$ cat src/rtl/slv_pkg.sv
package slv_pkg;
    typedef enum logic [1:0] {
        ST_IDLE = 2'd0,
        ST_WAIT = 2'd1,
        ST_MEAS = 2'd2
    } slv_state_e;

    // control register bit positions (software-visible)
    localparam int CTRL_RES_BIT = 3;
    localparam int CTRL_GO_BIT  = 2;
    localparam int CTRL_OSC_BIT = 1;
    localparam int CTRL_LOG_BIT = 0;
endpackage

$ cat src/rtl/slv_tap_sync.sv
module slv_tap_sync #(
    parameter int STAGES = 2
) (
    input  logic clk,
    input  logic rst_n,
    input  logic tap_i,
    output logic rise_o,
    output logic fall_o
);
    typedef struct packed {
        logic [STAGES-1:0] chain;
        logic              prev;
    } sync_t;

    sync_t sync_d, sync_q;

    always_comb begin
        sync_d       = sync_q;
        sync_d.chain = {sync_q.chain[STAGES-2:0], tap_i};
        sync_d.prev  = sync_q.chain[STAGES-1];
    end

    always_ff @(posedge clk or negedge rst_n) begin
        if (!rst_n) sync_q <= '0;
        else        sync_q <= sync_d;
    end

    assign rise_o =  sync_q.chain[STAGES-1] & ~sync_q.prev;
    assign fall_o = ~sync_q.chain[STAGES-1] &  sync_q.prev;
endmodule

$ cat src/rtl/slv_regs.sv
module slv_regs #(
    parameter int LVL_W = 3
) (
    input  logic             clk,
    input  logic             rst_n,
    input  logic             wr_en_i,
    input  logic             wr_sel_i,
    input  logic [LVL_W:0]   wr_data_i,
    output logic [LVL_W-1:0] level_o,
    output logic             osc_dis_o,
    output logic             log_dis_o,
    output logic             go_o
);
    import slv_pkg::*;

    typedef struct packed {
        logic [LVL_W-1:0] level;
        logic             osc_dis;
        logic             log_dis;
    } regs_t;

    regs_t regs_d, regs_q;
    logic  unused_bits;

    always_comb begin
        regs_d = regs_q;
        if (wr_en_i && wr_sel_i) begin
            regs_d.level = wr_data_i[LVL_W-1:0];
        end
        if (wr_en_i && !wr_sel_i) begin
            regs_d.osc_dis = wr_data_i[CTRL_OSC_BIT];
            regs_d.log_dis = wr_data_i[CTRL_LOG_BIT];
        end
    end

    always_ff @(posedge clk or negedge rst_n) begin
        if (!rst_n) regs_q <= '0;
        else        regs_q <= regs_d;
    end

    assign unused_bits = wr_data_i[LVL_W];
    assign level_o     = regs_q.level;
    assign osc_dis_o   = regs_q.osc_dis;
    assign log_dis_o   = regs_q.log_dis;
    assign go_o        = wr_en_i & ~wr_sel_i & wr_data_i[CTRL_GO_BIT];
endmodule

$ cat src/rtl/slv_fsm.sv
module slv_fsm #(
    parameter int LVL_W = 3
) (
    input  logic             clk,
    input  logic             rst_n,
    input  logic             go_i,
    input  logic             sleep_i,
    input  logic             tap_rise_i,
    input  logic             tap_fall_i,
    input  logic [LVL_W-1:0] level_i,
    input  logic             cmp_i,
    output logic             busy_o,
    output logic             det_en_o,
    output logic [LVL_W-1:0] det_level_o,
    output logic             result_o
);
    import slv_pkg::*;

    typedef struct packed {
        slv_state_e       st;
        logic [LVL_W-1:0] lvl;
        logic             res;
    } fsm_t;

    fsm_t fsm_d, fsm_q;

    always_comb begin
        fsm_d = fsm_q;
        if (sleep_i) begin
            fsm_d.st = ST_IDLE;
        end else begin
            unique case (fsm_q.st)
                ST_IDLE: if (go_i) begin
                    fsm_d.st  = ST_WAIT;
                    fsm_d.lvl = level_i;
                end
                ST_WAIT: if (tap_rise_i) fsm_d.st = ST_MEAS;
                ST_MEAS: if (tap_fall_i) begin
                    fsm_d.st  = ST_IDLE;
                    fsm_d.res = cmp_i;
                end
                default: fsm_d.st = ST_IDLE;
            endcase
        end
    end

    always_ff @(posedge clk or negedge rst_n) begin
        if (!rst_n) fsm_q <= '{st: ST_IDLE, lvl: '0, res: 1'b0};
        else        fsm_q <= fsm_d;
    end

    assign busy_o      = (fsm_q.st != ST_IDLE);
    assign det_en_o    = (fsm_q.st == ST_MEAS);
    assign det_level_o = fsm_q.lvl;
    assign result_o    = fsm_q.res;
endmodule

$ cat src/rtl/supply_level_seq.sv
module supply_level_seq #(
    parameter int LVL_W       = 3,
    parameter int SYNC_STAGES = 2
) (
    input  logic             clk,
    input  logic             rst_n,
    input  logic             tap_clk_i,
    input  logic             sleep_i,
    input  logic             wr_en_i,
    input  logic             wr_sel_i,
    input  logic [LVL_W:0]   wr_data_i,
    input  logic             rd_sel_i,
    output logic [LVL_W:0]   rd_data_o,
    output logic             det_en_o,
    output logic [LVL_W-1:0] det_level_o,
    input  logic             det_cmp_i,
    output logic             osc_wd_dis_o,
    output logic             logic_wd_dis_o
);
    import slv_pkg::*;

    logic             tap_rise_w, tap_fall_w, go_w, busy_w, res_w;
    logic [LVL_W-1:0] level_w;

    slv_tap_sync #(.STAGES(SYNC_STAGES)) u_sync (
        .clk    (clk),
        .rst_n  (rst_n),
        .tap_i  (tap_clk_i),
        .rise_o (tap_rise_w),
        .fall_o (tap_fall_w)
    );

    slv_regs #(.LVL_W(LVL_W)) u_regs (
        .clk       (clk),
        .rst_n     (rst_n),
        .wr_en_i   (wr_en_i),
        .wr_sel_i  (wr_sel_i),
        .wr_data_i (wr_data_i),
        .level_o   (level_w),
        .osc_dis_o (osc_wd_dis_o),
        .log_dis_o (logic_wd_dis_o),
        .go_o      (go_w)
    );

    slv_fsm #(.LVL_W(LVL_W)) u_fsm (
        .clk         (clk),
        .rst_n       (rst_n),
        .go_i        (go_w),
        .sleep_i     (sleep_i),
        .tap_rise_i  (tap_rise_w),
        .tap_fall_i  (tap_fall_w),
        .level_i     (level_w),
        .cmp_i       (det_cmp_i),
        .busy_o      (busy_w),
        .det_en_o    (det_en_o),
        .det_level_o (det_level_o),
        .result_o    (res_w)
    );

    always_comb begin
        rd_data_o = '0;
        if (rd_sel_i) begin
            rd_data_o[LVL_W-1:0] = level_w;
        end else begin
            rd_data_o[CTRL_RES_BIT] = res_w;
            rd_data_o[CTRL_GO_BIT]  = busy_w;
            rd_data_o[CTRL_OSC_BIT] = osc_wd_dis_o;
            rd_data_o[CTRL_LOG_BIT] = logic_wd_dis_o;
        end
    end
endmodule

$ cat config.mk
export PLATFORM = sky130hd
export DESIGN_NAME = supply_level_seq
export DESIGN_NICKNAME = d
export VERILOG_FILES = /design/src/rtl/slv_pkg.sv /design/src/rtl/slv_tap_sync.sv /design/src/rtl/slv_regs.sv /design/src/rtl/slv_fsm.sv /design/src/rtl/supply_level_seq.sv
export SDC_FILE = /design/constraint.sdc
export NUM_CORES = 1
export LEC_CHECK = 0
export BUFFER_PORTS_ARGS = -buffer_cell sky130_fd_sc_hd__buf_2
export CAP_MARGIN = 20
export CORE_MARGIN = 5
export CORE_UTILIZATION = 45
export CTS_BUF_LIST = sky130_fd_sc_hd__clkbuf_16
export CTS_CLUSTER_DIAMETER = 50
export DETAILED_ROUTE_END_ITERATION = 7
export GPL_TIMING_DRIVEN = 0
export PLACE_DENSITY = 0.73
export SYNTH_ARGS = -nofsm -noshare
export SYNTH_HDL_FRONTEND = slang
export SYNTH_SLANG_ARGS = --single-unit
$ cat constraint.sdc
create_clock -name clk -period 1.6 [get_ports clk]
set_input_delay 0.32 -clock clk [delete_from_list [all_inputs] [get_ports clk]]
set_output_delay 0.32 -clock clk [all_outputs]
set_load 0.02 [all_outputs]
Yosys cells after proc, flatten, opt, wreduce, memory -nomap -nowiden

Index checks and enable logic that the tools add are counted.

Flip-flop bits (word level): 14
Input bits: 12
Output and inout bits: 10
Word-level logic and storage cells: 36

Equality and inequality tests: 5
Muxes and demuxes: 7
Bitwise operators: 8
Reductions and logical operators: 8

Operators with widths:

| kind                 | number |
|---|---|
| $reduce_and A3 Y1    | 3 |
| $mux W2              | 3 |
| $ne A3 B3 Y1 const B | 2 |
| $pmux W2 S3          | 1 |
| $mux W5              | 1 |
| $and A1 B1 Y1        | 4 |
| $not A1 Y1           | 4 |
| $mux W3              | 1 |
| $ne A3 B2 Y1 const B | 1 |
| $eq A2 B1 Y1 const B | 1 |
| $eq A2 B2 Y1 const B | 1 |
| $logic_and A1 B1 Y1  | 2 |
| $logic_not A2 Y1     | 1 |
| $reduce_bool A2 Y1   | 1 |
| $logic_not A1 Y1     | 1 |
| $mux W1              | 1 |

Longest topological paths before layout

Word-level depth: 6
Mapped depth: 3
Depth with buffers taken out: 3

Hierarchy

Synthesis repeated with hierarchy kept, for this count alone.

Cell total of the unflattened synthesis: 45
Area, all modules: 659.4 µm²

Modules (own cells, without submodules):

| module           | instances | cells each | area each (µm²) | seq. area each (µm²) |
|---|---|---|---|---|
| slv_fsm          | 1         | 22         | 306.5           | 150.1 |
| slv_regs         | 1         | 14         | 220.2           | 125.1 |
| slv_tap_sync     | 1         | 5          | 90.1            | 75.1 |
| supply_level_seq | 1         | 4          | 42.5            | 0.0 |

Least setup slack after synthesis

Ideal clock, no wire load.

Path kind: reg-to-reg
From: reg u_fsm.fsm_q[5] in the netlist's numbering
To: reg u_fsm.fsm_q (netlist bit u_fsm.result_o)
Setup time: 0.128 ns
Arrival: 1.196 ns
Data required time: 1.472 ns
Setup slack: 0.277 ns
Cell stages (with the launch flop): 4
Path buffers: 0
Clock period less this slack: 1.323 ns
Path through: dfrtp_1 -> nor2b_2 -> nor3b_2 -> mux2_1

Cells in the longest elaborated chain, start to end: 2

RTL lines:

| what                        | RTL line               | RTL |
|---|---|---|
| start: declaration          | slv_fsm.sv:25          | `fsm_t fsm_d, fsm_q;` |
| start signal: assignment    | slv_fsm.sv:48          | `if (!rst_n) fsm_q <= '{st: ST_IDLE, lvl: '0, res: 1'b0};` |
| start signal: assignment    | slv_fsm.sv:49          | `else fsm_q <= fsm_d;` |
| $eq A2 B2 Y1                | --                     |  |
| named net det_en_o          | supply_level_seq.sv:14 | `output logic det_en_o,` |
| $reduce_and A3 Y1 (no line) | --                     |  |

The timed path passes the listed nets, and every way through them passes these cells.
A chain may end at the register's enable or synchronous reset.

Worst setup path after layout

From: reg u_fsm.fsm_q[4] in the netlist's numbering
To: out rd_data_o[2]

Cells in the longest elaborated chain, start to end: 2

RTL lines:

| what               | RTL line               | RTL |
|---|---|---|
| $reduce_bool A2 Y1 | slv_fsm.sv:52          | `assign busy_o = (fsm_q.st != ST_IDLE);` |
| $mux W3            | supply_level_seq.sv:62 | `if (rd_sel_i) begin` |
| end: declaration   | supply_level_seq.sv:13 | `output logic [LVL_W:0] rd_data_o,` |

Every way passes these cells.

==> key figures <==
Status
  – Status: finished, final reports clean

Synthesis
  – Flops & latches, synth: 14
  – Synth Area in XOR/XNOR: 0%
  – Mux cell area share after synthesis: 21.7%
  – Mapped Cells: 46
  – Mapped Nets: 58
  – Post-Syn Area: 622 um2
  – Largest family of logic cells by synthesized area: multiplexers
  – Syn Area/Cell: 13.5 um2
  – Post-synthesis simple-gate area fraction: 15.9%
  – Synth Area in Adders: 0%
  – Compound-Gate Fraction of Synth Area: 2.41%
  – Sequential fraction of the synthesis area: a little under three fifths
  – Yosys warning total: 0
  – Netlist cell types: 17

Drt
  – Post-Route WL: 1180 um
  – Drt first pass iters: 4
  – DR iter-0 viols: 1
  – Detailed-route DRC error count: 0
  – Drt wl/cell: 13.7 um
  – Vias: roughly 440
  – Vias per cell: 5.09
  – Final ANT Viol Nets: 0

Worst setup path
  – WS Path Type: register to primary output
  – CP required: between 1 and 1.5 ns
  – Critical path capture point type: primary output
  – CP arrival: 1.06 ns
  – Worst setup SP type: register
  – Worst-path fanout max: 5

Clocking
  – TritonCTS clock tree: yes
  – CTS resizes: 0
  – Clk_lat worst skew: 0.24 ns
  – Clk sink count: 14
  – H-Tree Depth: 1
  – CTS Hold Buffers Added: 1
  – Root Driver: clkbuf_16
  – Clk pin slew, worst setup/hold paths: 0.04 ns
  – Num CTS Buffers: 3
  – Max Buffers Root-to-Sink: 2
  – Post-CTS setup repair buffer count: 0

Cells and area
  – P&R area growth vs syn: 33.4%
  – Ant diodes: 0
  – Fillers: 101
  – Share of cells above drive strength 1: between 50% and 60%
  – Most frequent cells in the layout: buf_2 (20), dfrtp_1 (14), mux2_2 (7)
  – Most common cell after layout, fill and taps aside: buf_2
  – Layout Nets: 84

Timing
  – F_max: 725 MHz
  – RSZ-0062 raised after global routing: false
  – Setup Skew: around 0.0026 ns
  – Hold Slack: between 0.15 and 0.2 ns
  – Worst Slack Setup Final: 0.220 ns
  – Slew Limit Fails: 0
  – Fin. Hold Viols: 0
  – Tcrit/Tclk final: 86.2%
  – Relative slew slack: 79.0%
  – Worst Max-Slew Pin Slew: approximately 0.32 ns
  – Post-layout min period: ~1.4 ns
  – Fin Setup TNS: 0 ns
  – Final setup fails: 0

Global routing
  – Total grt overflow: 0
  – Pin count of the biggest net entering global routing: 15
  – GRT Util Overall: 13.6%
  – Initial antenna violation count: 0
  – First-pass GRT wire length: ~2000 um
  – Vias in the first global route: about 440

Die
  – Initial Util: 47.8%
  – Die span in x: 47.2 um
  – Cell row count: 13
  – Die span in y: 47.2 um
  – I/O pin cnt: 22
  – Die footprint: 2230 um2
  – Core area: 1300 um2

Pwr
  – Lkg Pwr: ~0.41 nW
  – Worst VDD drop: ~770 uV
  – PD cells: 1390 nW/um2
  – Total power: approximately 1.2 mW

Flow run
  – Max Cap Violations: 0

Place
  – Post-Place Worst Slack: ~0.33 ns
  – Routability congestion estimate: approximately 0.66
  – Number of port buffers: 20

Min path
  – Hold Path Class: input port to register
cell families (layout without fill, tap and decap cells):
kind of cell | after synthesis | count (layout)
compound gates | 3 | 3
buf+inv | 3 | 28
flops | 14 | 14
mux | 11 | 11
simple gates | 15 | 15
per-layer routing:
layer	global-route usage, %	vias to the layer above	share of wire, %
met3	4.60	4	7.7
met5	0	-	0
li1	-	204	-
met4	8.29	0	2.1
met2	21.4	18	52
met1	15.8	212	38
flip-flops by register name (all words and copies together), names as in the netlist:
signal and count:
u_regs.level_o 3, u_sync.sync_q 1, u_regs.log_dis_o 1, u_fsm.fsm_q 2, u_sync.sync_d 2, u_fsm.det_level_o 3, u_regs.osc_dis_o 1, u_fsm.result_o 1
Yosys cell counts:
cell type | number | area (um2)
nor4bb_1 | 1 | 10.0
mux2_4 | 3 | 45.0
nor3b_2 | 1 | 12.5
buf_4 | 3 | 22.5
o21ai_0 | 1 | 5.00
nand2_2 | 1 | 6.26
nand2_1 | 2 | 7.51
dfrtp_1 | 14 | 350
nor2b_1 | 2 | 12.5
and4bb_1 | 1 | 12.5
a21oi_1 | 2 | 10.0
nor2_1 | 3 | 11.3
nand2b_1 | 2 | 12.5
mux2_2 | 7 | 78.8
nor2b_2 | 1 | 8.76
mux2_1 | 1 | 11.3
nor3_1 | 1 | 5.00
cell type report:
class | count | area (um2) | area share (%)
flip-flops and latches | 14 | 350 | 42.2
clock inverters | 1 | 3.75 | 0.452
plain buffers | 3 | 22.5 | 2.71
well taps | 15 | 18.8 | 2.26
multi-input cells | 29 | 249 | 30.0
clock buffers | 3 | 75.1 | 9.05
repair buffers | 21 | 110 | 13.3
worst paths after layout:
check	startpoint	end	slack [ns]	cells after the start
hold reg to reg	u_sync.sync_d[2]	u_sync.sync_d[0]	0.35	0
min in group asynchronous	rst_n	u_regs.osc_dis_o	0.51	2
max in group asynchronous	rst_n	u_fsm.result_o	0.85	2
hold / removal	tap_clk_i	u_sync.sync_d[2]	0.18	1
setup reg to reg	u_sync.sync_d[0]	u_fsm.result_o	0.34	3
setup / recovery	u_fsm.fsm_q[4]	rd_data_o[2]	0.22	3
through the flow:
| step | util (%) | instance area (um2) | std cells |
|---|---|---|---|
| global placement | 56.9 | 741 | 81 |
| detailed placement | 56.9 | 741 | 81 |
| CTS | 63.7 | 830 | 86 |
| floorplan | - | 622 | 46 |
| finish | 63.7 | 830 | 86 |
| global route | 63.7 | 830 | 86 |
power breakdown:
group          switching [mW]  internal (mW)  leakage [nW]
Sequential             0.0343          0.406         0.171
Clock                   0.139          0.330        0.0385
Combinational           0.114          0.133         0.204
worst max-delay path, stage by stage (launching register included):
cell,delay [ns]
dfrtp_1,0.42
nor2_1,0.05
o21ai_0,0.16
buf_2,0.19
Power figures use the tool's default switching activity.
